<file path="src/rtl/sock_router_pkg.sv">
package sock_router_pkg;

  typedef enum logic [1:0] {
    OP_VPP_LAYOUT = 2'd0,
    OP_VCC_LAYOUT = 2'd1,
    OP_GND_PIN    = 2'd2,
    OP_PULLUP     = 2'd3
  } sock_op_e;

  typedef enum logic [1:0] {
    CH_IDLE   = 2'd0,
    CH_SHIFT  = 2'd1,
    CH_STROBE = 2'd2
  } chain_state_e;

  // Socket pins that can be tied to ground; 0 stands for "none".
  function automatic logic gnd_pin_ok(input logic [7:0] pin);
    return pin inside {8'd0, 8'd5, [8'd14:8'd20], 8'd24,
                       [8'd26:8'd29], [8'd33:8'd35]};
  endfunction

endpackage

</file>
<file path="src/rtl/layout_rom.sv">
module layout_rom #(
  parameter int ID_W  = 8,
  parameter int WIDTH = 32,
  parameter int NUM   = 4,
  parameter logic [NUM*WIDTH-1:0] TABLE = '0
) (
  input  logic [ID_W-1:0]  id,
  output logic [WIDTH-1:0] pattern
);

  // Unknown IDs read as an all-zero pattern.
  always_comb begin
    pattern = '0;
    for (int i = 0; i < NUM; i++) begin
      if (id == ID_W'(i)) pattern = TABLE[i*WIDTH +: WIDTH];
    end
  end

endmodule

</file>
<file path="src/rtl/shift_chain.sv">
module shift_chain
  import sock_router_pkg::*;
#(
  parameter int LEN  = 32,
  parameter int HALF = 2
) (
  input  logic           clk,
  input  logic           rst_n,
  input  logic           start,
  input  logic [LEN-1:0] pattern,
  output logic           busy,
  output logic           sclk,
  output logic           sdat,
  output logic           stb
);

  localparam int HW = (HALF > 1) ? $clog2(HALF) : 1;
  localparam int BW = (LEN > 1) ? $clog2(LEN) : 1;

  chain_state_e   state_q, state_d;
  logic [HW-1:0]  hcnt_q, hcnt_d;
  logic           phase_q, phase_d;
  logic [BW-1:0]  bcnt_q, bcnt_d;
  logic [LEN-1:0] sreg_q, sreg_d;
  logic           half_end;

  assign half_end = (hcnt_q == HW'(HALF - 1));

  always_comb begin
    state_d = state_q;
    hcnt_d  = hcnt_q;
    phase_d = phase_q;
    bcnt_d  = bcnt_q;
    sreg_d  = sreg_q;
    case (state_q)
      CH_IDLE: begin
        if (start) begin
          sreg_d  = pattern;
          state_d = CH_SHIFT;
          hcnt_d  = '0;
          phase_d = 1'b0;
          bcnt_d  = '0;
        end
      end
      CH_SHIFT: begin
        if (half_end) begin
          hcnt_d = '0;
          if (!phase_q) begin
            phase_d = 1'b1;
          end else begin
            phase_d = 1'b0;
            if (bcnt_q == BW'(LEN - 1)) begin
              state_d = CH_STROBE;
            end else begin
              sreg_d = {sreg_q[LEN-2:0], 1'b0};
              bcnt_d = bcnt_q + BW'(1);
            end
          end
        end else begin
          hcnt_d = hcnt_q + HW'(1);
        end
      end
      CH_STROBE: begin
        if (half_end) begin
          hcnt_d = '0;
          if (!phase_q) begin
            phase_d = 1'b1;
          end else begin
            phase_d = 1'b0;
            state_d = CH_IDLE;
          end
        end else begin
          hcnt_d = hcnt_q + HW'(1);
        end
      end
      default: state_d = CH_IDLE;
    endcase
  end

  always_ff @(posedge clk or negedge rst_n) begin
    if (!rst_n) begin
      state_q <= CH_IDLE;
      hcnt_q  <= '0;
      phase_q <= 1'b0;
      bcnt_q  <= '0;
      sreg_q  <= '0;
    end else begin
      state_q <= state_d;
      hcnt_q  <= hcnt_d;
      phase_q <= phase_d;
      bcnt_q  <= bcnt_d;
      sreg_q  <= sreg_d;
    end
  end

  assign busy = (state_q != CH_IDLE);
  assign sclk = (state_q == CH_SHIFT) && phase_q;
  assign sdat = (state_q == CH_SHIFT) && sreg_q[LEN-1];
  assign stb  = (state_q == CH_STROBE);


  strobe_clk_low_chk: assert property (@(posedge clk) disable iff (!rst_n)
    stb |-> !sclk);


  data_hold_high_chk: assert property (@(posedge clk) disable iff (!rst_n)
    (sclk && $past(sclk)) |-> $stable(sdat));


  start_when_idle_chk: assert property (@(posedge clk) disable iff (!rst_n)
    start |-> !busy);

endmodule

</file>
<file path="src/rtl/gnd_select.sv">
module gnd_select
  import sock_router_pkg::*;
(
  input  logic       clk,
  input  logic       rst_n,
  input  logic       wr_en,
  input  logic [7:0] pin,
  output logic       reject,
  output logic [7:0] code
);

  logic [7:0] code_d;
  logic       legal;

  assign legal  = gnd_pin_ok(pin);
  assign reject = wr_en && !legal;

  always_comb begin
    code_d = code;
    if (wr_en && legal) code_d = (pin == 8'd0) ? 8'd0 : (pin - 8'd4);
  end

  always_ff @(posedge clk or negedge rst_n) begin
    if (!rst_n) code <= 8'd0;
    else        code <= code_d;
  end


  gnd_code_legal_chk: assert property (@(posedge clk) disable iff (!rst_n)
    (code == 8'd0) || gnd_pin_ok(code + 8'd4));


  gnd_hold_chk: assert property (@(posedge clk) disable iff (!rst_n)
    !$past(wr_en) |-> $stable(code));

endmodule

</file>
<file path="src/rtl/sock_supply_router.sv">
module sock_supply_router
  import sock_router_pkg::*;
#(
  parameter int REG_BITS    = 8,
  parameter int VPP_REGS    = 4,
  parameter int VCC_REGS    = 3,
  parameter int NUM_LAYOUTS = 4,
  parameter int SHIFT_HALF  = 2,
  parameter logic [NUM_LAYOUTS*VPP_REGS*REG_BITS-1:0] VPP_TABLE =
    128'h0000_00FF_00FF_0000_F000_000F_8000_0001,
  parameter logic [NUM_LAYOUTS*VCC_REGS*REG_BITS-1:0] VCC_TABLE =
    96'h00_0FF0_F0F0_F0C0_0003_8000_01
) (
  input  logic       clk,
  input  logic       rst_n,
  input  logic       cmd_valid,
  input  logic [1:0] cmd_op,
  input  logic [7:0] cmd_arg,
  output logic       busy,
  output logic       cmd_err,
  output logic [7:0] gnd_code,
  output logic       pullup_en,
  output logic       vpp_sclk,
  output logic       vpp_sdat,
  output logic       vpp_stb,
  output logic       vcc_sclk,
  output logic       vcc_sdat,
  output logic       vcc_stb
);

  localparam int VPP_LEN = VPP_REGS * REG_BITS;
  localparam int VCC_LEN = VCC_REGS * REG_BITS;

  logic [1:0] rst_sync_q;
  logic       rst_int_n;

  always_ff @(posedge clk or negedge rst_n) begin
    if (!rst_n) rst_sync_q <= 2'b00;
    else        rst_sync_q <= {rst_sync_q[0], 1'b1};
  end
  assign rst_int_n = rst_sync_q[1];

  sock_op_e             op;
  logic                 accept;
  logic                 vpp_start, vcc_start, gnd_wr, pu_cmd, pu_bad;
  logic                 gnd_reject, vpp_busy, vcc_busy;
  logic [VPP_LEN-1:0]   vpp_pat;
  logic [VCC_LEN-1:0]   vcc_pat;
  logic                 pu_d, err_d;

  assign op        = sock_op_e'(cmd_op);
  assign busy      = vpp_busy || vcc_busy;
  assign accept    = cmd_valid && !busy;
  assign vpp_start = accept && (op == OP_VPP_LAYOUT);
  assign vcc_start = accept && (op == OP_VCC_LAYOUT);
  assign gnd_wr    = accept && (op == OP_GND_PIN);
  assign pu_cmd    = accept && (op == OP_PULLUP);
  assign pu_bad    = pu_cmd && (cmd_arg > 8'd1);

  layout_rom #(.ID_W(8), .WIDTH(VPP_LEN), .NUM(NUM_LAYOUTS), .TABLE(VPP_TABLE))
    u_vpp_rom (.id(cmd_arg), .pattern(vpp_pat));

  layout_rom #(.ID_W(8), .WIDTH(VCC_LEN), .NUM(NUM_LAYOUTS), .TABLE(VCC_TABLE))
    u_vcc_rom (.id(cmd_arg), .pattern(vcc_pat));

  shift_chain #(.LEN(VPP_LEN), .HALF(SHIFT_HALF)) u_vpp_chain (
    .clk(clk), .rst_n(rst_int_n), .start(vpp_start), .pattern(vpp_pat),
    .busy(vpp_busy), .sclk(vpp_sclk), .sdat(vpp_sdat), .stb(vpp_stb)
  );

  shift_chain #(.LEN(VCC_LEN), .HALF(SHIFT_HALF)) u_vcc_chain (
    .clk(clk), .rst_n(rst_int_n), .start(vcc_start), .pattern(vcc_pat),
    .busy(vcc_busy), .sclk(vcc_sclk), .sdat(vcc_sdat), .stb(vcc_stb)
  );

  gnd_select u_gnd (
    .clk(clk), .rst_n(rst_int_n), .wr_en(gnd_wr), .pin(cmd_arg),
    .reject(gnd_reject), .code(gnd_code)
  );

  always_comb begin
    pu_d  = pullup_en;
    if (pu_cmd && !pu_bad) pu_d = cmd_arg[0];
    err_d = gnd_reject || pu_bad;
  end

  always_ff @(posedge clk or negedge rst_int_n) begin
    if (!rst_int_n) begin
      pullup_en <= 1'b0;
      cmd_err   <= 1'b0;
    end else begin
      pullup_en <= pu_d;
      cmd_err   <= err_d;
    end
  end


  one_chain_chk: assert property (@(posedge clk) disable iff (!rst_int_n)
    !(vpp_busy && vcc_busy));


  pullup_hold_chk: assert property (@(posedge clk) disable iff (!rst_int_n)
    !$past(pu_cmd) |-> $stable(pullup_en));


  no_err_busy_chk: assert property (@(posedge clk) disable iff (!rst_int_n)
    (busy && $past(busy)) |-> !cmd_err);

endmodule

</file>
<file path="config.mk">
export PLATFORM = sky130hd
export DESIGN_NAME = sock_supply_router
export DESIGN_NICKNAME = d
export VERILOG_FILES = /design/src/rtl/sock_router_pkg.sv /design/src/rtl/layout_rom.sv /design/src/rtl/shift_chain.sv /design/src/rtl/gnd_select.sv /design/src/rtl/sock_supply_router.sv
export SDC_FILE = /design/constraint.sdc
export NUM_CORES = 1
export LEC_CHECK = 0
export BUFFER_PORTS_ARGS = -buffer_cell sky130_fd_sc_hd__buf_2
export CAP_MARGIN = 20
export CELL_PAD_IN_SITES_DETAIL_PLACEMENT = 2
export CELL_PAD_IN_SITES_GLOBAL_PLACEMENT = 2
export CORE_MARGIN = 3
export CORE_UTILIZATION = 41
export CTS_CLUSTER_SIZE = 25
export DETAILED_ROUTE_END_ITERATION = 16
export PLACE_DENSITY_LB_ADDON = 0.1
export SETUP_SLACK_MARGIN = 0.2
export SLEW_MARGIN = 20
export SYNTH_ARGS = -nofsm -noshare
export SYNTH_HDL_FRONTEND = slang
export SYNTH_SLANG_ARGS = --single-unit
</file>
<file path="constraint.sdc">
create_clock -name clk -period 5.67 [get_ports clk]
set_input_delay 0.2835 -clock clk [delete_from_list [all_inputs] [get_ports clk]]
set_output_delay 0.2835 -clock clk [all_outputs]
set_load 0.05 [all_outputs]
</file>
-- Word level (Yosys, flattened, before mapping)
Index checks and enable logic that the tools add are counted.
- bits of input ports: 13
- register bits: 86
- output and inout port bits: 17
- equality and inequality tests: 30
- reduce and logical (&&, ||, !) cells: 42
- $add $sub $neg: 5
- order comparisons: 7
- multiplexer cells: 55
- operator list (operator ; number):
    $mux W32 ; 8
    $mux W24 ; 8
    $pmux W32 S2 ; 1
    $pmux W24 S2 ; 1
    $mux W5 ; 8
    $ne A2 B1 Y1 const B ; 14
    $mux W2 ; 12
    $pmux W5 S2 ; 2
    $eq A8 B2 Y1 const B ; 2
    $le A8 B5 Y1 const B ; 2
    $logic_and A1 B1 Y1 ; 16
    $pmux W2 S3 ; 2
    $reduce_and A6 Y1 ; 2
    $reduce_bool A2 Y1 ; 6
    $add A5 B1 Y5 const B ; 2
    $eq A5 B5 Y1 const B ; 2
    $reduce_and A5 Y1 ; 2
    $eq A2 B2 Y1 const B ; 4
    $eq A8 B1 Y1 const B ; 1
    $eq A8 B3 Y1 const B ; 1
    $eq A8 B5 Y1 const B ; 1
    $ge A8 B4 Y1 const B ; 1
    $ge A8 B5 Y1 const B ; 1
    $ge A8 B6 Y1 const B ; 1
    17 further kinds ; 39

-- Longest topological paths before layout
- word-level depth: 8
- gate-level depth with buffers: 9
- gate-level depth less buffers: 8

-- Hierarchy
From an unflattened synthesis, not the netlist that was laid out.
- cell total of the unflattened synthesis: 513
- area total of the unflattened synthesis: 5590.4 um^2
- modules (own cells, without submodules) (module ; cells an instance ; instances ; sequential area each (um^2) ; area an instance (um^2)):
    shift_chain (u_vpp_chain) ; 159 ; 1 ; 1026.0 ; 2257.2
    shift_chain (u_vcc_chain) ; 202 ; 1 ; 825.8 ; 1886.8
    gnd_select ; 63 ; 1 ; 200.2 ; 694.4
    layout_rom (u_vpp_rom) ; 38 ; 1 ; 0.0 ; 280.3
    layout_rom (u_vcc_rom) ; 33 ; 1 ; 0.0 ; 269.0
    sock_supply_router ; 18 ; 1 ; 100.1 ; 202.7

-- Worst setup path after synthesis
Ideal clock, no wire load.
- path type: reg-to-output
- start point: register u_vcc_chain.state_q[1]
- end point: output port vcc_sclk
- arrival: 1690 ps
- cell stages (with the launch flop): 6
- buffers on the path: 2
- path slack: 3697 ps
- path through: dfrtp_1 > inv_1 > ha_1 > clkbuf_1 > clkbuf_1 > and2_1
- cells in the longest elaborated chain, start to end: 2
- RTL lines (item ; RTL line ; source):
    start, declared ; shift_chain.sv:20 ; chain_state_e state_q, state_d;
    start signal, assigned ; shift_chain.sv:88 ; state_q <= state_d;
    $eq A2 B1 Y1 ; shift_chain.sv:97 ; assign sclk = (state_q == CH_SHIFT) && phase_q;
    $logic_and A1 B1 Y1 ; shift_chain.sv:97 ;
    end, declared ; sock_supply_router.sv:26 ; output logic vcc_sclk,
Every way passes these cells.

-- Worst setup path in the final report
- start point: register u_vpp_chain.state_q[1]
- end point: register u_vpp_chain.bcnt_q[2]
- cells in the longest elaborated chain, start to end: 7
- RTL lines (item ; RTL line ; source):
    start, declared ; shift_chain.sv:20 ;
    start signal, assigned ; shift_chain.sv:88 ;
    $reduce_bool A2 Y1 ; shift_chain.sv:96 ; assign busy = (state_q != CH_IDLE);
    $logic_or A1 B1 Y1 ; sock_supply_router.sv:52 ; assign busy = vpp_busy || vcc_busy;
    $logic_not A1 Y1 ; sock_supply_router.sv:53 ; assign accept = cmd_valid && !busy;
    $logic_and A1 B1 Y1 ; sock_supply_router.sv:53 ;
    $logic_and A1 B1 Y1 ; sock_supply_router.sv:54 ; assign vpp_start = accept && (op == OP_VPP_LAYOUT);
    $ne A2 B1 Y1 (no line) ; -- ;
    $reduce_and A5 Y1 (no line) ; -- ;
    end signal, assigned ; shift_chain.sv:91 ; bcnt_q <= bcnt_d;
    end, declared ; shift_chain.sv:23 ; logic [BW-1:0] bcnt_q, bcnt_d;
Several ways; a longest one is shown, not always the timed one.
A chain may end at the register's enable or synchronous reset.

==> flow_summary_export.csv <==
group,metric,value,unit
pwr,pwr-share-comb,0.360,
pwr,clkPwrFrac,0.226,
placed_design,gp_congestion,0.772,
pwr,seqPwrFrac,0.414,
die,core-area,9950,sq um
route,vias_per_cell,5.48,
synth,yosysUniqueCellTypes,57,
setup_path,r2r_slack,3.07,ns
grt,grt_pass1_vias,3737,
cells_and_area,drive_above_1_share,0.137,
setup_path,r2r_start,"u_vpp_chain.state_q[1]",
synth,synth_seq_cells,86,
cells_and_area,fillers,1088,
clocking,ctsHoldBuffers,1,
setup_path,slowest_stage,"o22a_1",
clocking,cts_sinks,86,
timing,fin_crit,2.60,ns
timing,fin_crit_sh,0.458,
clocking,tritoncts,"done",
setup_path,endpoint_kind,"flop",
clocking,root_buffer,"clkbuf_8",
clocking,postCtsSetupRepairBufs,0,
die,die_w,108,um
setup_path,cp_max_fo,47,
synth,synth_ff_type,"dfrtp_1",
synth,synth_top_area_cell,"dfrtp_1",
pwr,intPower,1.11,mW
synth,syn_avg_cell_area,9.33,sq um
die,dieHeight,108,um
pwr,switching_share,0.423,
cells_and_area,nNetsFinal,507,
cells_and_area,final_cells,615,
setup_path,start_kind,"flop",
setup_path,critPathMaxStageDelay,0.65,ns
die,core.rowCount,36,
timing,fin_worst_skew,0.0124,ns
placed_design,dp_hpwl,6900,um
min_path,min_to,"u_gnd.code[2]",
cells_and_area,fin_util,0.473,
min_path,hp-start,"cmd_arg[2]",
grt,overflow,0,
pwr,switchingPower,813,uW
synth,syn_inst,457,
timing,fmax,385,MHz
clocking,cts_resized,0,
min_path,holdPathStages,2,
grt,grt_pass1_wl,18700,um
route,firstDrtPassIters,4,
placed_design,io_buffers,29,
pwr,pwr_density_cell,408,nW/um^2
grt,grt.total_usage,0.202,
pwr,p_leak,2.17,nW
pwr,power.total,1.92,mW
setup_path,reg2reg_depth,8,
setup_path,cp_cell_sequence,"inv_1 > ha_1 > buf_4 > and4b_1 > o22a_1 > nand2_1 > mux2i_1 > a22o_1",
synth,yosysTopAreaCellShare,0.505,
timing,final_hold_viol_count,0,
cells_and_area,antenna_cells,0,
cells_and_area,area_growth,10.5,%
synth,synthesis.nets,486,
synth,yosysMostFrequentCell,"nand2_1",
grt,grt_max_degree,58,
route,drc,0,
timing,setup_tns,0,ns
die,die_area,11700,sq um
setup_path,worst_ep_required_time,5.99,ns
cells_and_area,seq_area,2160,sq um
clocking,clkLatencyLatePin,0.38,ns
route,antenna_left,0,
synth,yosysWarnings,0,
synth,synthTopCellsByCount,"105 x nand2_1, 86 x dfrtp_1, 51 x o21ai_0",
die,ios,30,
synth,netlist_area,4270,sq um
grt,grt_antenna_before_repair,0,
synth,synthTopCellsByArea,"dfrtp_1 50%, nand2_1 9.2%, o21ai_0 6.0%, ha_1 4.7%, a21oi_1 3.9%",
setup_path,critPathTopFamily,"compound AO/OA/AOI/OAI gates",
outcome,status,"finished clean",
timing,relSlewSlack,0.484,
clocking,cts_buffer_depth,2,
setup_path,r2r_end,"u_vpp_chain.bcnt_q[2]",
route,drtIter0Drc,182,
setup_path,critPathBufInv,2,
clocking,cts_made_buffers,9,
setup_path,arrival,2.92,ns
die,start_util,0.428,
setup_path,crit_type,"flop to flop",
route,vias,3371,
route,wl_per_cell,17.4,um
pwr,ir_drop,0.303,mV
timing,rsz0062_at_grt,"no",
flow_run,maxCapViolations,0,
cells_and_area,multiInputGateArea,1970,sq um
clocking,clk_pin_slew,0.09,ns
synth,ys_seq_area_frac,0.505,
synth,async_flop_share,1.00,
timing,setup_viol,0,
min_path,hold_class,"input pin to flop",
timing,maxSlewViolCount,0,
clocking,cts_max_level,3,
synth,synth_enable_flop_cells,0,
timing,tightest_slew,0.775,ns
route,drt-total-wl,10700,um
placed_design,place_inst,599,
[power by group through the flow]
stage,sequential [mW],clock (mW),combinational (mW)
floorplan,0.811,0,0.513
global placement,0.796,0,0.658
detailed placement,0.807,0,0.696
CTS,0.796,0.447,0.702
global route,0.810,0.473,0.783
finish,0.795,0.434,0.693
[cells by family after synthesis]
logic type	share of synthesized area
XOR/XNOR	0.0123
AO/OA/AOI/OAI	0.185
multiplexers	0.0199
AND/OR/NAND/NOR	0.194
flip-flops	0.505
adder cells (fa/ha/maj)	0.0496
other	0.000879
buffers and inverters	0.0346
[cell type report]
type	count	share of cell area
tap	133	0.0353
multi-input combinational	334	0.417
timing repair buffer	35	0.0409
clock inverter	5	0.0125
sequential	86	0.458
clock buffer	10	0.0271
inverter	12	0.00956
[worst max-delay path by stage]
| stage | startpoint | endpoint | slack (ns) | cells after the start |
|---|---|---|---|---|
| 6_report | u_vpp_chain.state_q[1] | u_vpp_chain.bcnt_q[2] | 3.07 | 8 |
| 5_1_grt | u_vpp_chain.state_q[1] | u_vpp_chain.bcnt_q[2] | 2.85 | 8 |
| 4_1_cts | u_vpp_chain.state_q[1] | u_vpp_chain.bcnt_q[2] | 3.06 | 8 |
| 3_5_place_dp | u_vpp_chain.state_q[1] | u_vpp_chain.bcnt_q[2] | 3.06 | 8 |
| 3_3_place_gp | u_vpp_chain.state_q[1] | u_vpp_chain.bcnt_q[2] | 3.27 | 8 |
| 2_1_floorplan | rst_sync_q[1] | cmd_err | 3.10 | 0 |
[registers in the layout, indices dropped and copies added (netlist names)]
| signal | count |
|---|---|
| u_gnd.code | 8 |
| cmd_err | 1 |
| u_vcc_chain.bcnt_q | 5 |
| u_vpp_chain.half_end | 1 |
| rst_sync_q | 2 |
| u_vcc_chain.state_q | 2 |
| u_vcc_chain.sreg_q | 24 |
| u_vcc_chain.half_end | 1 |
| pullup_en | 1 |
| u_vpp_chain.phase_q | 1 |
| u_vpp_chain.bcnt_q | 5 |
| u_vcc_chain.phase_q | 1 |
| u_vpp_chain.state_q | 2 |
| u_vpp_chain.sreg_q | 32 |
[per-stage QoR]
stage	hold slack, ns	worst slack (ns)	cell area, sq um
4_1_cts	0.157	3.06	4710
2_1_floorplan	-0.0121	3.10	4270
6_report	0.167	3.07	4710
5_1_grt	0.161	2.85	4710
3_3_place_gp	0.0671	3.27	4520
3_5_place_dp	0.0694	3.06	4520
[layout by cell type (no fill, tap or decap), drive strengths merged, types with 2 or more instances in the layout]
cell type	instances
a21o	2
a21oi	33
a22o	6
a22oi	3
a31oi	4
and2	4
and3	2
and3b	2
and4b	2
buf	34
clkbuf	10
clkinvlp	2
dfrtp	86
ha	16
inv	13
mux2	4
mux2i	4
nand2	105
nand2b	6
nand3	23
nand4	3
nor2	12
nor2b	3
nor3	9
o21ai	51
o22ai	3
o2bb2ai	5
or2	3
xnor2	3
xor2	3
[worst reg2reg max path: stages, from the launching register on]
cell and delay, ns:
dfrtp_1 0.41, inv_1 0.15, ha_1 0.17, buf_4 0.40, and4b_1 0.31, o22a_1 0.65
nand2_1 0.13, mux2i_1 0.17, a22o_1 0.15
[per-layer routing]
layer | vias up | track usage | share of wire | routed length, um
met2 | 20 | 0.368 | 0.52 | 5560
met3 | 12 | 0.0382 | 0.019 | 208
met5 | - | 0 | 0 | 0
li1 | 1618 | - | - | -
met1 | 1721 | 0.240 | 0.45 | 4760
met4 | 0 | 0.0676 | 0.015 | 159
No activity file was read; power rests on OpenSTA's default activity.
